==> src/rtl/rwq_pkg.sv <==
package rwq_pkg;
  localparam logic [31:0] EMPTY_MARK = 32'h0000_0BAD;
  localparam int unsigned XS_LANES = 4;
  localparam logic [127:0] XS_BOOT = 128'h9E37_79B9_7F4A_7C15_2545_F491_4F6C_DD1D;
endpackage

==> src/rtl/rwq_xorshift.sv <==
module rwq_xorshift #(
  parameter int WORD_W = 32,
  parameter int SH_A   = 11,
  parameter int SH_B   = 8,
  parameter int SH_C   = 19,
  parameter logic [4*WORD_W-1:0] BOOT = rwq_pkg::XS_BOOT
) (
  input  logic                  clk,
  input  logic                  rst_n,
  input  logic                  load,
  input  logic                  adv,
  input  logic [4*WORD_W-1:0]   load_val,
  output logic [WORD_W-1:0]     word
);
  localparam int LANES = rwq_pkg::XS_LANES;

  logic [WORD_W-1:0] lane_q [LANES];
  logic [WORD_W-1:0] lane_d [LANES];
  logic [WORD_W-1:0] t_mix;
  logic              lane_en;

  assign lane_en = load | adv;

  always_comb begin
    t_mix = lane_q[0] ^ (lane_q[0] << SH_A);
    for (int i = 0; i < LANES; i++) lane_d[i] = lane_q[i];
    if (load) begin
      for (int i = 0; i < LANES; i++) lane_d[i] = load_val[i*WORD_W +: WORD_W];
    end else if (adv) begin
      lane_d[0] = lane_q[1];
      lane_d[1] = lane_q[2];
      lane_d[2] = lane_q[3];
      lane_d[3] = lane_q[3] ^ (lane_q[3] >> SH_C) ^ t_mix ^ (t_mix >> SH_B);
    end
  end

  generate
    for (genvar g = 0; g < LANES; g++) begin : g_lane
      always_ff @(posedge clk or negedge rst_n) begin
        if (!rst_n)       lane_q[g] <= BOOT[g*WORD_W +: WORD_W];
        else if (lane_en) lane_q[g] <= lane_d[g];
      end
    end
  endgenerate

  assign word = lane_q[LANES-1];


  xs_load_chk: assert property (@(posedge clk) disable iff (!rst_n)
    load |=> word == $past(load_val[3*WORD_W +: WORD_W]));
endmodule

==> src/rtl/rwq_budget.sv <==
module rwq_budget #(
  parameter int LOG2 = 48
) (
  input  logic clk,
  input  logic rst_n,
  input  logic reload,
  input  logic consume,
  output logic forced
);
  localparam int CW = LOG2 + 1;
  localparam logic [CW-1:0] FULL = CW'(1) << LOG2;

  logic [CW-1:0] cnt_q, cnt_d;
  logic          spent, cnt_en;

  assign spent  = (cnt_q == '0);
  assign forced = consume & spent;
  assign cnt_en = reload | consume;

  always_comb begin
    cnt_d = cnt_q;
    if (reload)  cnt_d = FULL;
    if (consume) cnt_d = (spent ? FULL : cnt_q) - CW'(1);
  end

  always_ff @(posedge clk or negedge rst_n) begin
    if (!rst_n)      cnt_q <= FULL;
    else if (cnt_en) cnt_q <= cnt_d;
  end


  bud_range_chk: assert property (@(posedge clk) disable iff (!rst_n)
    cnt_q <= FULL);

  bud_forced_chk: assert property (@(posedge clk) disable iff (!rst_n)
    forced |=> cnt_q == FULL - CW'(1));
endmodule

==> src/rtl/rwq_queue_ctrl.sv <==
module rwq_queue_ctrl #(
  parameter int WORD_W    = 32,
  parameter int GEN_WORDS = 8,
  parameter int REFILL_AT = 3,
  parameter int WCNT_W    = $clog2(GEN_WORDS + 1)
) (
  input  logic              clk,
  input  logic              rst_n,
  input  logic              rd_en,
  input  logic              rd_block,
  input  logic              auto_en,
  input  logic              act_gen,
  input  logic              act_reseed,
  input  logic              act_clear,
  input  logic              hold_clear,
  input  logic              forced,
  input  logic [WORD_W-1:0] cur_word,
  output logic [WORD_W-1:0] rd_data,
  output logic [WCNT_W-1:0] words,
  output logic              done,
  output logic              gen_err,
  output logic              xs_adv,
  output logic              gen_any
);
  localparam logic [WCNT_W-1:0] FULLQ = WCNT_W'(GEN_WORDS);
  localparam logic [WCNT_W-1:0] LOWQ  = WCNT_W'(REFILL_AT);
  localparam logic [WORD_W-1:0] MARK  = WORD_W'(rwq_pkg::EMPTY_MARK);

  logic [WCNT_W-1:0] words_q, words_d, left;
  logic [WORD_W-1:0] rd_q, rd_d;
  logic              done_q, done_d, err_q, err_d;
  logic              rd_ok, auto_fire, words_en, err_en;

  assign rd_ok     = rd_en & ~rd_block & (words_q != '0);
  assign left      = words_q - WCNT_W'(1);
  assign auto_fire = rd_ok & auto_en & (left <= LOWQ);
  assign gen_any   = act_gen | auto_fire;
  assign xs_adv    = rd_ok;

  always_comb begin
    words_d = words_q;
    if (hold_clear | act_clear) words_d = '0;
    else if (gen_any)           words_d = FULLQ;
    else if (act_reseed)        words_d = '0;
    else if (rd_ok)             words_d = left;
  end
  assign words_en = hold_clear | act_clear | gen_any | act_reseed | rd_ok;

  always_comb begin
    err_d = err_q;
    if (hold_clear | act_clear) err_d = 1'b0;
    else if (forced)            err_d = 1'b1;
  end
  assign err_en = hold_clear | act_clear | forced;

  assign rd_d   = rd_ok ? cur_word : MARK;
  assign done_d = act_gen | act_reseed;

  always_ff @(posedge clk or negedge rst_n) begin
    if (!rst_n) begin
      words_q <= '0;
      rd_q    <= '0;
      done_q  <= 1'b0;
      err_q   <= 1'b0;
    end else begin
      done_q <= done_d;
      if (words_en) words_q <= words_d;
      if (rd_en)    rd_q    <= rd_d;
      if (err_en)   err_q   <= err_d;
    end
  end

  assign words   = words_q;
  assign rd_data = rd_q;
  assign done    = done_q;
  assign gen_err = err_q;


  words_range_chk: assert property (@(posedge clk) disable iff (!rst_n)
    words_q <= FULLQ);

  empty_read_chk: assert property (@(posedge clk) disable iff (!rst_n)
    rd_en && (rd_block || words_q == '0) |=> rd_data == MARK);

  empty_keep_chk: assert property (@(posedge clk) disable iff (!rst_n)
    rd_en && words_q == '0 && !act_gen && !act_reseed && !act_clear && !hold_clear
    |=> words_q == '0);

  refill_chk: assert property (@(posedge clk) disable iff (!rst_n)
    rd_ok && auto_en && words_q <= LOWQ + WCNT_W'(1) && !hold_clear && !act_clear
    |=> words_q == FULLQ);
endmodule

==> src/rtl/rng_word_queue.sv <==
module rng_word_queue #(
  parameter int WORD_W      = 32,
  parameter int GEN_WORDS   = 8,
  parameter int CNT_W       = 3,
  parameter int CNT_SAT     = 4,
  parameter int REFILL_AT   = 3,
  parameter int BUDGET_LOG2 = 48
) (
  input  logic                clk,
  input  logic                rst_n,
  input  logic                ctl_wr,
  input  logic                ctl_start,
  input  logic                ctl_gen,
  input  logic                ctl_single,
  input  logic                ctl_soft_rst,
  input  logic                hold_wr,
  input  logic                hold_val,
  input  logic [4*WORD_W-1:0] seed_in,
  input  logic                rd_en,
  output logic [WORD_W-1:0]   rd_data,
  output logic [CNT_W-1:0]    avail_cnt,
  output logic                done,
  output logic                gen_err
);
  localparam int WCNT_W = $clog2(GEN_WORDS + 1);
  localparam logic [WCNT_W-1:0] SATQ = WCNT_W'(CNT_SAT);

  logic start_q, single_q, soft_q, hold_q;
  logic start_d, single_d, soft_d, hold_d;
  logic cfg_en, hold_rise;
  logic ctl_ok, act_gen, act_reseed, act_clear;
  logic rd_block, auto_en, forced, gen_any, xs_adv, xs_load;
  logic [WORD_W-1:0] cur_word;
  logic [WCNT_W-1:0] words;

  assign hold_rise  = hold_wr & hold_val & ~hold_q;
  assign ctl_ok     = ctl_wr & ~hold_q;
  assign act_clear  = ctl_ok & ctl_soft_rst;
  assign act_gen    = ctl_ok & ~ctl_soft_rst & ctl_start & ctl_gen;
  assign act_reseed = ctl_ok & ~ctl_soft_rst & ctl_start & ~ctl_gen;
  assign rd_block   = hold_q | soft_q;
  assign auto_en    = start_q & ~single_q & ~ctl_wr;
  assign xs_load    = act_reseed | forced;

  always_comb begin
    start_d  = start_q;
    single_d = single_q;
    soft_d   = soft_q;
    hold_d   = hold_wr ? hold_val : hold_q;
    if (hold_rise) begin
      start_d  = 1'b0;
      single_d = 1'b0;
      soft_d   = 1'b0;
    end else if (ctl_wr) begin
      start_d  = ctl_start;
      single_d = ctl_single;
      soft_d   = ctl_soft_rst;
    end
  end
  assign cfg_en = ctl_wr | hold_wr;

  always_ff @(posedge clk or negedge rst_n) begin
    if (!rst_n) begin
      start_q  <= 1'b0;
      single_q <= 1'b0;
      soft_q   <= 1'b0;
      hold_q   <= 1'b1;
    end else if (cfg_en) begin
      start_q  <= start_d;
      single_q <= single_d;
      soft_q   <= soft_d;
      hold_q   <= hold_d;
    end
  end

  rwq_xorshift #(.WORD_W(WORD_W)) u_xs (
    .clk(clk), .rst_n(rst_n), .load(xs_load), .adv(xs_adv),
    .load_val(seed_in), .word(cur_word)
  );

  rwq_budget #(.LOG2(BUDGET_LOG2)) u_bud (
    .clk(clk), .rst_n(rst_n), .reload(act_reseed), .consume(gen_any), .forced(forced)
  );

  rwq_queue_ctrl #(
    .WORD_W(WORD_W), .GEN_WORDS(GEN_WORDS), .REFILL_AT(REFILL_AT), .WCNT_W(WCNT_W)
  ) u_ctrl (
    .clk(clk), .rst_n(rst_n), .rd_en(rd_en), .rd_block(rd_block), .auto_en(auto_en),
    .act_gen(act_gen), .act_reseed(act_reseed), .act_clear(act_clear),
    .hold_clear(hold_rise), .forced(forced), .cur_word(cur_word),
    .rd_data(rd_data), .words(words), .done(done), .gen_err(gen_err),
    .xs_adv(xs_adv), .gen_any(gen_any)
  );

  assign avail_cnt = (words >= SATQ) ? CNT_W'(CNT_SAT) : CNT_W'(words);


  cnt_cap_chk: assert property (@(posedge clk) disable iff (!rst_n)
    avail_cnt <= CNT_W'(CNT_SAT));

  done_src_chk: assert property (@(posedge clk) disable iff (!rst_n)
    done |-> $past(ctl_wr));

  hold_quiet_chk: assert property (@(posedge clk) disable iff (!rst_n)
    ctl_wr && hold_q && !rd_en && !hold_wr |=> !done && $stable(avail_cnt));

  hold_clear_chk: assert property (@(posedge clk) disable iff (!rst_n)
    hold_rise |=> avail_cnt == '0 && !gen_err);
endmodule

==> config.mk <==
export PLATFORM = sky130hd
export DESIGN_NAME = rng_word_queue
export DESIGN_NICKNAME = d
export VERILOG_FILES = /design/src/rtl/rwq_pkg.sv /design/src/rtl/rwq_xorshift.sv /design/src/rtl/rwq_budget.sv /design/src/rtl/rwq_queue_ctrl.sv /design/src/rtl/rng_word_queue.sv
export SDC_FILE = /design/constraint.sdc
export NUM_CORES = 1
export LEC_CHECK = 0
export CORE_MARGIN = 2
export CORE_UTILIZATION = 45
export DETAILED_ROUTE_END_ITERATION = 6
export DONT_BUFFER_PORTS = 1
export PLACE_DENSITY = 0.7
export SLEW_MARGIN = 20
export SYNTH_ARGS = -nofsm -noshare
export SYNTH_HDL_FRONTEND = slang
export SYNTH_SLANG_ARGS = --single-unit
==> constraint.sdc <==
create_clock -name clk -period 3.6 [get_ports clk]
set_clock_uncertainty 0.05 [all_clocks]
set_input_delay 0.18 -clock clk [delete_from_list [all_inputs] [get_ports clk]]
set_output_delay 0.18 -clock clk [all_outputs]
set_load 0.01 [all_outputs]
### Word-level counts from Yosys, hierarchy flattened

Index checks and enable logic that the tools add are counted.

| word-level totals | value |
|---|---|
| register bits after elaboration | 219 |
| logic and storage cells | 86 |

| operators by class | value |
|---|---|
| add/sub/neg operators | 2 |
| $lt $le $gt $ge | 2 |
| multiplexer cells | 19 |
| bitwise logic cells | 37 |
| reductions and logical operators | 13 |

Operators by type and width:

| operator | number |
|---|---|
| 128-bit 2-to-1 mux | 2 |
| 49-bit 2-to-1 mux | 3 |
| 32-bit XOR | 2 |
| 49-bit zero test | 1 |
| 49-bit by 1-bit subtractor with 49-bit output (second input constant) | 1 |
| 32-bit 2-to-1 mux | 1 |
| 32-bit by 13-bit XOR with 32-bit output | 1 |
| 32-bit by 24-bit XOR with 32-bit output | 1 |
| 4-bit 2-to-1 mux | 4 |
| 1-bit bitwise AND | 15 |
| 1-bit bitwise OR | 12 |
| 2-bit AND reduction | 6 |
| 1-bit 2-to-1 mux | 8 |
| 2-bit nonzero test | 4 |
| 4-bit nonzero test | 2 |
| 1-bit NOT | 6 |
| 4-bit by 3-bit greater-or-equal comparator with 1-bit output (second input constant) | 1 |
| 4-bit by 2-bit less-or-equal comparator with 1-bit output (second input constant) | 1 |
| 4-bit by 1-bit subtractor with 4-bit output (second input constant) | 1 |
| 3-bit 2-to-1 mux | 1 |

### Depth between registers and ports, before layout

Gate-level depths: netlist of run 1.

| depth | value |
|---|---|
| depth in word-level cells | 11 |
| depth in mapped cells | 9 |
| gate-level depth less buffers | 7 |

### Modules after synthesis

From an unflattened synthesis of run 1, not the netlist that was laid out.

| unflattened totals | value |
|---|---|
| cells, all modules | 1,216 |
| area total of the unflattened synthesis | 11,553.6 µm² |

By module, submodules not included:

| module | instances | cells an instance | area each (µm²) | seq. area each (µm²) |
|---|---|---|---|---|
| rwq_xorshift | 1 | 721 | 7,003.0 | 3,291.9 |
| rwq_budget | 1 | 316 | 2,760.1 | 1,227.4 |
| rwq_queue_ctrl | 1 | 153 | 1,546.5 | 950.9 |
| rng_word_queue | 1 | 26 | 244.0 | 101.3 |

### Worst setup path after synthesis of run 1

OpenSTA, ideal clock, no wires.

| timing | value |
|---|---|
| path type | flip-flop to flip-flop |
| start | register u_ctrl.words_q[0] (netlist: u_ctrl.words[0]) |
| end | register u_xs.lane_q[47] in the netlist's numbering |
| library setup time | 0.125 ns |
| arrival | 2.328 ns |
| path slack | 1.097 ns |
| cell stages (with the launch flop) | 10 |
| path buffers | 2 |
| clock period less this slack | 2.503 ns |
| cell sequence | dfrtp_1 inv_1 ha_1 xor2_1 nor4b_1 a32o_1 a32oi_1 buf_2 buf_6 mux2_4 |

| on the way | value |
|---|---|
| cells in the longest elaborated chain, start to end | 9 |

RTL lines:

| what | line | text |
|---|---|---|
| from (decl) | rwq_queue_ctrl.sv:29 | `logic [WCNT_W-1:0] words_q, words_d, left;` |
| from (signal assigned) | rwq_queue_ctrl.sv:67 | `if (words_en) words_q <= words_d;` |
| parallel branches: the longest is 9 deep, another holds 4-bit by 1-bit subtractor with 4-bit output | - |  |
| to (signal, indexed assignment) | rwq_xorshift.sv:40 | `if (!rst_n) lane_q[g] <= BOOT[g*WORD_W +: WORD_W];` |
| to (signal, indexed assignment) | rwq_xorshift.sv:41 | `else if (lane_en) lane_q[g] <= lane_d[g];` |
| to (decl) | rwq_xorshift.sv:17 | `logic [WORD_W-1:0] lane_q [LANES];` |

Several ways; the timed one is not identified.
A chain may end at the register's enable or synchronous reset.

### Worst setup path after layout of run 1

| timing | value |
|---|---|
| start | register u_bud.cnt_q[1] |
| end | register u_xs.lane_q[53] in the netlist's numbering |

| on the way | value |
|---|---|
| cells in the longest elaborated chain, start to end | 5 |

RTL lines:

| what | line | text |
|---|---|---|
| from (decl) | rwq_budget.sv:13 | `logic [CW-1:0] cnt_q, cnt_d;` |
| from (signal assigned) | rwq_budget.sv:28 | `else if (cnt_en) cnt_q <= cnt_d;` |
| 49-bit zero test (*) | rwq_budget.sv:16 | `assign spent = (cnt_q == '0);` |
| 1-bit bitwise AND (*) | rwq_budget.sv:17 | `assign forced = consume & spent;` |
| 1-bit bitwise OR (*) | rng_word_queue.sv:43 | `assign xs_load = act_reseed \| forced;` |
| 2-bit nonzero test (no line) / 1-bit bitwise OR (equally long branches) | - |  |
| 2-bit AND reduction (no line) | - |  |

Mark *: on every way between the ends. The rest lies on a longest branch, timed or not.

==> run_results.csv, run 1 <==
group,metric,value,unit
outcome,run_status,"complete, but fails checks",
outcome,failed_checks,"hold timing",
critical_path,rrSetupSlack,580,ps
synthesis,synth_top_area_share,30.7,%
power,switching_share,35.4,%
critical_path,crit_path_start_kind,"flop",
layout,drive_above_1_share,27.7,%
critical_path,crit_required,3950,ps
die,die_x,167,um
sta,whs,-681,ps
critical_path,critPathMaxStageDelay,710,ps
critical_path,cp_num_buf_inv,1,
cts,cts_max_level,1,
synthesis,synthCells,1021,
die,core.rowCount,59,
power,vdd_ir_drop_max,642,uV
synthesis,synth_xor_area_share,7.39,%
place,port_buffers,0,
sta,worst_slew_pin_slew,803,ps
sta,relSlewSlack,46.5,%
critical_path,cpMaxStageDelayCell,"nor4_1",
layout,final_core_util,55.4,%
synthesis,syn_avg_cell_area,11.7,sq um
sta,fin_setup_tns,0,ps
synthesis,synth_top_cell_by_area,"dfrtp_1",
drt,routed_via_density,5.48,
synthesis,synth_cell_types,61,
drt,first_iter_violations,530,
cts,postCtsSetupRepairBufs,0,
synthesis,ys_ff_latch,219,
power,power,13000,uW
cts,cts-root-buf,"clkbuf_16",
critical_path,setup.worst_path.end_class,"flop",
power,power_leakage,0.00635,uW
run,cap_violations,0,
die,ios,175,
synthesis,synthSimpleGateAreaFrac,9.14,%
sta,fin_crit_sh,83.9,%
power,pwr-share-clk,19.4,%
drt,postRouteAntennaNets,0,
critical_path,critPathMaxFanout,71,
global_routing,grt_pass1_vias,8705,
global_routing,grt_max_degree,220,
layout,seq_area,5570,sq um
drt,drt_pass1_iterations,5,
critical_path,timing_worst_setup_path_type,"flop to flop",
sta,fmax,331,MHz
power,seq_power_share,37.4,%
global_routing,track_usage,21.1,%
synthesis,async_reset_ff_share,100,%
synthesis,synthAdderAreaFrac,0.210,%
drt,vias,8232,
synthesis,yosys-top-cells-area,"dfrtp_1, dfstp_2, mux2_4",
sta,rsz0062_at_grt,"false",
layout,syn2layout_area_growth,21.2,%
critical_path,crit_family,"simple AND/OR/NAND/NOR gates",
power,p_int,8380,uW
cts,clkSlewWorstSetupHoldPaths,60,ps
min_path,hp-class,"primary input to asynchronous set/reset pin",
synthesis,synthMuxAreaShare,23.0,%
global_routing,grt_pass1_wl,47.8,mm
layout,final_nets,1289,
power,power.density,899,nW/um^2
cts,holdBufCountCts,142,
die,core_area,26100,sq um
place,hpwl,18.7,mm
place,gp_congestion,0.812,
sta,finalHoldViolCount,219,
cts,clockBufferDepth,3,
drt,drc,0,
synthesis,yosys-top-cells-count,"dfrtp_1, mux2_4, xnor2_1",
synthesis,synth_top_family_by_area,"multiplexers",
sta,slew_viol_final,0,
synthesis,ys_seq_area_share,46.8,%
synthesis,synth-edff-count,0,
power,p_comb_share,43.2,%
sta,period_minus_slack,3020,ps
cts,cts.sinks,219,
cts,cts_resized,0,
synthesis,ys.flop_type,"dfrtp_1",
cts,cts_buffers,24,
layout,multi_input_area,5820,sq um
global_routing,antenna_found_initial,1,
synthesis,synth_compound_area_share,8.79,%
cts,cts_tree,"done",
layout,fillCellCount,2137,
drt,wl_per_cell,19.8,um
die,initial_core_util,45.7,%
cts,worstSkewPairLatency,510,ps
critical_path,worstPathCellList,"nor4_1 > nand4_1 > nor2_1 > a32oi_4 > buf_12 > mux2_4",
synthesis,synth_most_common_cell,"dfrtp_1",
critical_path,crit_arrival,3370,ps
die,die_y,167,um
power,power.switching,4590,uW
sta,setup_viol,0,
synthesis,netlist_area,11900,sq um
synthesis,synth_nets,1161,
die,dieArea,27800,sq um
synthesis,ys_warn_count,0,
global_routing,grt_overflow,0,
drt,drt-total-wl,29.7,mm
## worst paths after layout
path                                      end  cells past startpoint            start
min in group clk              u_ctrl.words[2]                      4            rd_en
max                           u_xs.lane_q[53]                      6   u_bud.cnt_q[1]
min reg2reg                   u_bud.cnt_q[36]                      1  u_bud.cnt_q[36]
max in group asynchronous     u_bud.cnt_q[34]                      0            rst_n
max reg2reg                   u_xs.lane_q[53]                      6   u_bud.cnt_q[1]
min                        u_ctrl.rd_data[26]                      0            rst_n
## worst reg2reg max path: stages, from the launching register on
cell and delay [ps]:
dfrtp_1 400, nor4_1 710, nand4_1 250, nor2_1 360
a32oi_4 330, buf_12 320, mux2_4 500
## registers in the layout (all words and copies together) (netlist names)
register        flops
single_q            1
u_ctrl.gen_err      1
u_xs.lane_q        96
u_bud.cnt_q        49
u_ctrl.words        4
start_q             1
hold_q              1
u_xs.word          32
u_ctrl.done         1
u_ctrl.rd_data     32
soft_q              1
## per-stage QoR
| step | area, sq um | hold slack (ps) | worst slack [ps] | std cells |
|---|---|---|---|---|
| after floorplan | 11900 | -166 | 1100 | 1021 |
| after global placement | 12200 | -149 | 685 | 1316 |
| after detailed placement | 12200 | -151 | 636 | 1316 |
| after CTS | 14400 | -705 | 633 | 1502 |
| after global routing | 14400 | -705 | 367 | 1503 |
| final | 14400 | -681 | 581 | 1503 |
## routing by layer
layer | track usage, % | part of all wire (%) | vias up
met2 | 35.5 | 48 | 220
met4 | 6.00 | 2.7 | 0
met3 | 3.99 | 4.7 | 51
met1 | 28.0 | 44 | 4116
met5 | 0 | 0 | -
li1 | - | - | 3845
## placed cells by master, fill, tap and decap left out, types with 30 or more instances in the layout
cell type / n
a21oi_1: 30
dfrtp_1: 146
dfstp_2: 73
dlygate4sd3_1: 141
inv_1: 69
mux2_2: 63
mux2_4: 120
nand2_1: 69
nor2_1: 33
o21ai_0: 58
xnor2_1: 80
## final cells by class
type                            count  share of cell area, %
Timing Repair Buffer              154                   10.8
Sequential cell                   219                   38.6
Antenna cell                        1                 0.0173
Multi-Input combinational cell    681                   40.3
Clock inverter                     14                   1.04
Clock buffer                       30                   4.53
Tap cell                          335                   2.90
Inverter                           69                   1.79
## cells by family (layout without fill, tap and decap cells)
logic type / count (synthesis) / after routing
flip-flops: 219 / 219
AND/OR/NAND/NOR: 207 / 207
buffers and inverters: 121 / 267
adder cells (fa/ha/maj): 2 / 2
multiplexers: 204 / 204
XOR/XNOR: 97 / 97
AO/OA/AOI/OAI: 171 / 171
other: 0 / 1
## power by group through the flow
| stage | clock network (uW) | logic, uW | registers [uW] |
|---|---|---|---|
| after detailed placement | 0 | 5340 | 4850 |
| after global routing | 2670 | 6130 | 4990 |
| after floorplan | 0 | 4530 | 4490 |
| after global placement | 0 | 5200 | 4820 |
| after CTS | 2570 | 5530 | 4820 |
| final | 2520 | 5600 | 4850 |
(Power assumes the default switching activity.)
==> run 2, diff against run 1 <==
==> constraint.sdc (replaced) <==
create_clock -name clk -period 2.79 [get_ports clk]
set_clock_uncertainty 0.05 [all_clocks]
set_input_delay 0.1395 -clock clk [delete_from_list [all_inputs] [get_ports clk]]
set_output_delay 0.1395 -clock clk [all_outputs]
set_load 0.01 [all_outputs]
==> run 2 against run 1 <==
Effect of this change:
- the flow still finishes with violations (hold timing)
- register-to-register slack worse by 470 ps
- die area stayed put
- wire length is 4.2% higher
- non-clock buffer count is 21 higher
- sequential power is 29% higher
- via count is 1.3% higher
- critical path depth is 1 higher
- hold slack worse by 38 ps
- sequential share of layout area is 0.74 points lower
- global-route usage is 0.67 points higher
- count of clock-buffer cells in the layout is 6 higher
- highest routed layer unchanged
==> run_results.csv, run 2 (synthesis gave the netlist of run 1 again) <==
group,metric,value,unit
drt,first_iter_violations,520,
critical_path,crit_path_start_kind,"flop",
critical_path,crit_top_cell,"nor4_4",
sta,finalHoldViolCount,219,
die,core.rowCount,59,
die,dieArea,27800,sq um
die,core_area,26100,sq um
layout,fin_cells,1525,
global_routing,track_usage,21.8,%
sta,fin_crit_sh,95.9,%
drt,postRouteAntennaNets,0,
drt,drc,0,
critical_path,timing_worst_setup_path_type,"flop to flop",
sta,setup_slack,113,ps
global_routing,grt_max_degree,220,
critical_path,critPathMaxStageDelay,450,ps
layout,layout_commonest_cell,"dfrtp_1",
power,pwr-share-clk,19.7,%
global_routing,grt_pass1_vias,8891,
layout,final_core_util,56.5,%
critical_path,critPathMaxFanout,30,
critical_path,worstPathCellList,"nor4_4 > nand4b_2 > nor4_4 > a32oi_4 > buf_4 > buf_12 > mux2_4",
run,cap_violations,0,
layout,drive_above_1_share,28.7,%
sta,fmax,374,MHz
place,dp_slack,-46.8,ps
place,place_area,12300,sq um
outcome,run_status,"complete, but fails checks",
power,vdd_ir_drop_max,625,uV
layout,max_flop_register,"u_xs.lane_q",
sta,worst_slew_pin_slew,588,ps
place,dp_cells,1330,
layout,final_nets,1310,
die,ios,175,
sta,rsz0062_at_grt,"false",
critical_path,crit_arrival,3030,ps
power,power.switching,5980,uW
die,die_x,167,um
cts,cts.sinks,219,
power,power.density,1160,nW/um^2
sta,relSlewSlack,60.5,%
sta,setup_viol,0,
cts,cts_buffers,24,
cts,cts_tree,"done",
cts,clkSlewWorstSetupHoldPaths,60,ps
die,die_y,167,um
critical_path,cp_num_buf_inv,2,
layout,mostFrequentLayoutCells,"dfrtp_1, dlygate4sd3_1, mux2_4",
layout,fillCellCount,2065,
power,seq_power_share,36.9,%
cts,cts_max_level,1,
layout,reg_top3,"u_xs.lane_q: 96 flops, u_bud.cnt_q: 49 flops",
drt,routed_via_density,5.47,
layout,fin_area,14700,sq um
global_routing,grt_pass1_wl,49.3,mm
die,initial_core_util,45.7,%
sta,period_minus_slack,2680,ps
cts,clockBufferDepth,3,
critical_path,crit_family,"simple AND/OR/NAND/NOR gates",
place,gp_congestion,0.785,
drt,drt-total-wl,31.0,mm
critical_path,setup.worst_path.end_class,"flop",
critical_path,cpMaxStageDelayCell,"dfrtp_1",
layout,largest_reg_flops,96,
global_routing,antenna_found_initial,2,
sta,slew_viol_final,0,
min_path,hp-class,"primary input to asynchronous set/reset pin",
critical_path,crit_required,3140,ps
outcome,failed_checks,"hold timing",
critical_path,rr_startpoint,"u_bud.cnt_q[31]",
drt,wl_per_cell,20.3,um
power,p_int,11100,uW
power,p_comb_share,43.5,%
power,power_leakage,0.00650,uW
global_routing,grt_overflow,0,
power,switching_share,35.1,%
drt,vias,8339,
place,hpwl,19.3,mm
sta,whs,-719,ps
place,port_buffers,0,
layout,syn2layout_area_growth,23.6,%
cts,holdBufCountCts,143,
drt,drt_pass1_iterations,5,
cts,cts-root-buf,"clkbuf_16",
critical_path,worstSetupStartpoint,"u_bud.cnt_q[31]",
cts,worstSkewPairLatency,520,ps
## run 2: changes by cell type in the layout (fill, tap and decap cells not counted)
cell | previous run | this run
buf_6 | 0 | 2
nor4b_1 | 1 | 0
diode_2 | 1 | 2
clkinv_2 | 9 | 3
nor4b_2 | 0 | 1
dlygate4sd3_1 | 141 | 142
clkbuf_1 | 4 | 7
clkbuf_8 | 1 | 4
clkbuf_16 | 25 | 27
buf_12 | 4 | 8
buf_4 | 9 | 21
## run 2: timing repair
item | 4_1_cts | 5_1_grt
pin swaps | 1 | 1
resized for setup | 0 | 3
endpoints found under the hold margin | 392 | 219
gates cloned | 0 | 2
buffers inserted | 2 | 2
setup endpoints to repair | 38 | 133
## run 2: worst reg2reg max path, stage by stage (launching register included)
cell	delay, ps
dfrtp_1	450
nor4_4	450
nand4b_2	260
nor4_4	440
a32oi_4	190
buf_4	190
buf_12	180
mux2_4	360
## run 2: layout make-up
class / count / area, sq um / area share (%)
Multi-Input combinational cell: 681 / 5830 / 39.6
Timing Repair Buffer: 175 / 1810 / 12.3
Clock inverter: 8 / 120 / 0.816
Sequential cell: 219 / 5570 / 37.8
Tap cell: 335 / 419 / 2.85
Inverter: 69 / 259 / 1.76
Clock buffer: 36 / 707 / 4.80
Antenna cell: 2 / 5.00 / 0.0340
## run 2: metrics by stage
step	total power, uW	setup TNS (ps)
5_1_grt	18100	0
2_1_floorplan	11600	0
3_3_place_gp	13100	0
3_5_place_dp	13300	-338
4_1_cts	16900	0
6_report	17000	0
## run 2: worst paths after layout
path / cells past startpoint / slack [ps] / end
worst max-delay path: 7 / 110 / u_xs.lane_q[89]
worst min-delay path: 0 / -720 / u_ctrl.rd_data[23]
worst max register to register: 7 / 110 / u_xs.lane_q[89]
worst min register to register: 2 / 450 / u_bud.cnt_q[48]
max in group asynchronous: 0 / 2990 / u_xs.word[0]
min in group clk: 5 / 160 / u_ctrl.words[2]
## run 2: metal layers
| metal | vias to the layer above | wire length (um) | part of all wire (%) | GRT usage, % |
|---|---|---|---|---|
| met5 | - | 0 | 0 | 0 |
| met2 | 250 | 14900 | 48 | 36.2 |
| met1 | 4139 | 13600 | 44 | 29.5 |
| met3 | 55 | 1610 | 5.2 | 3.94 |
| li1 | 3895 | - | - | - |
| met4 | 0 | 813 | 2.6 | 5.96 |
## run 2: power by group through the flow
stage,sequential [uW],combinational (uW),clock [uW]
after floorplan,5790,5850,0
after global placement,6220,6830,0
after detailed placement,6260,7020,0
after CTS,6230,7280,3380
after global routing,6460,8100,3520
final,6280,7410,3350
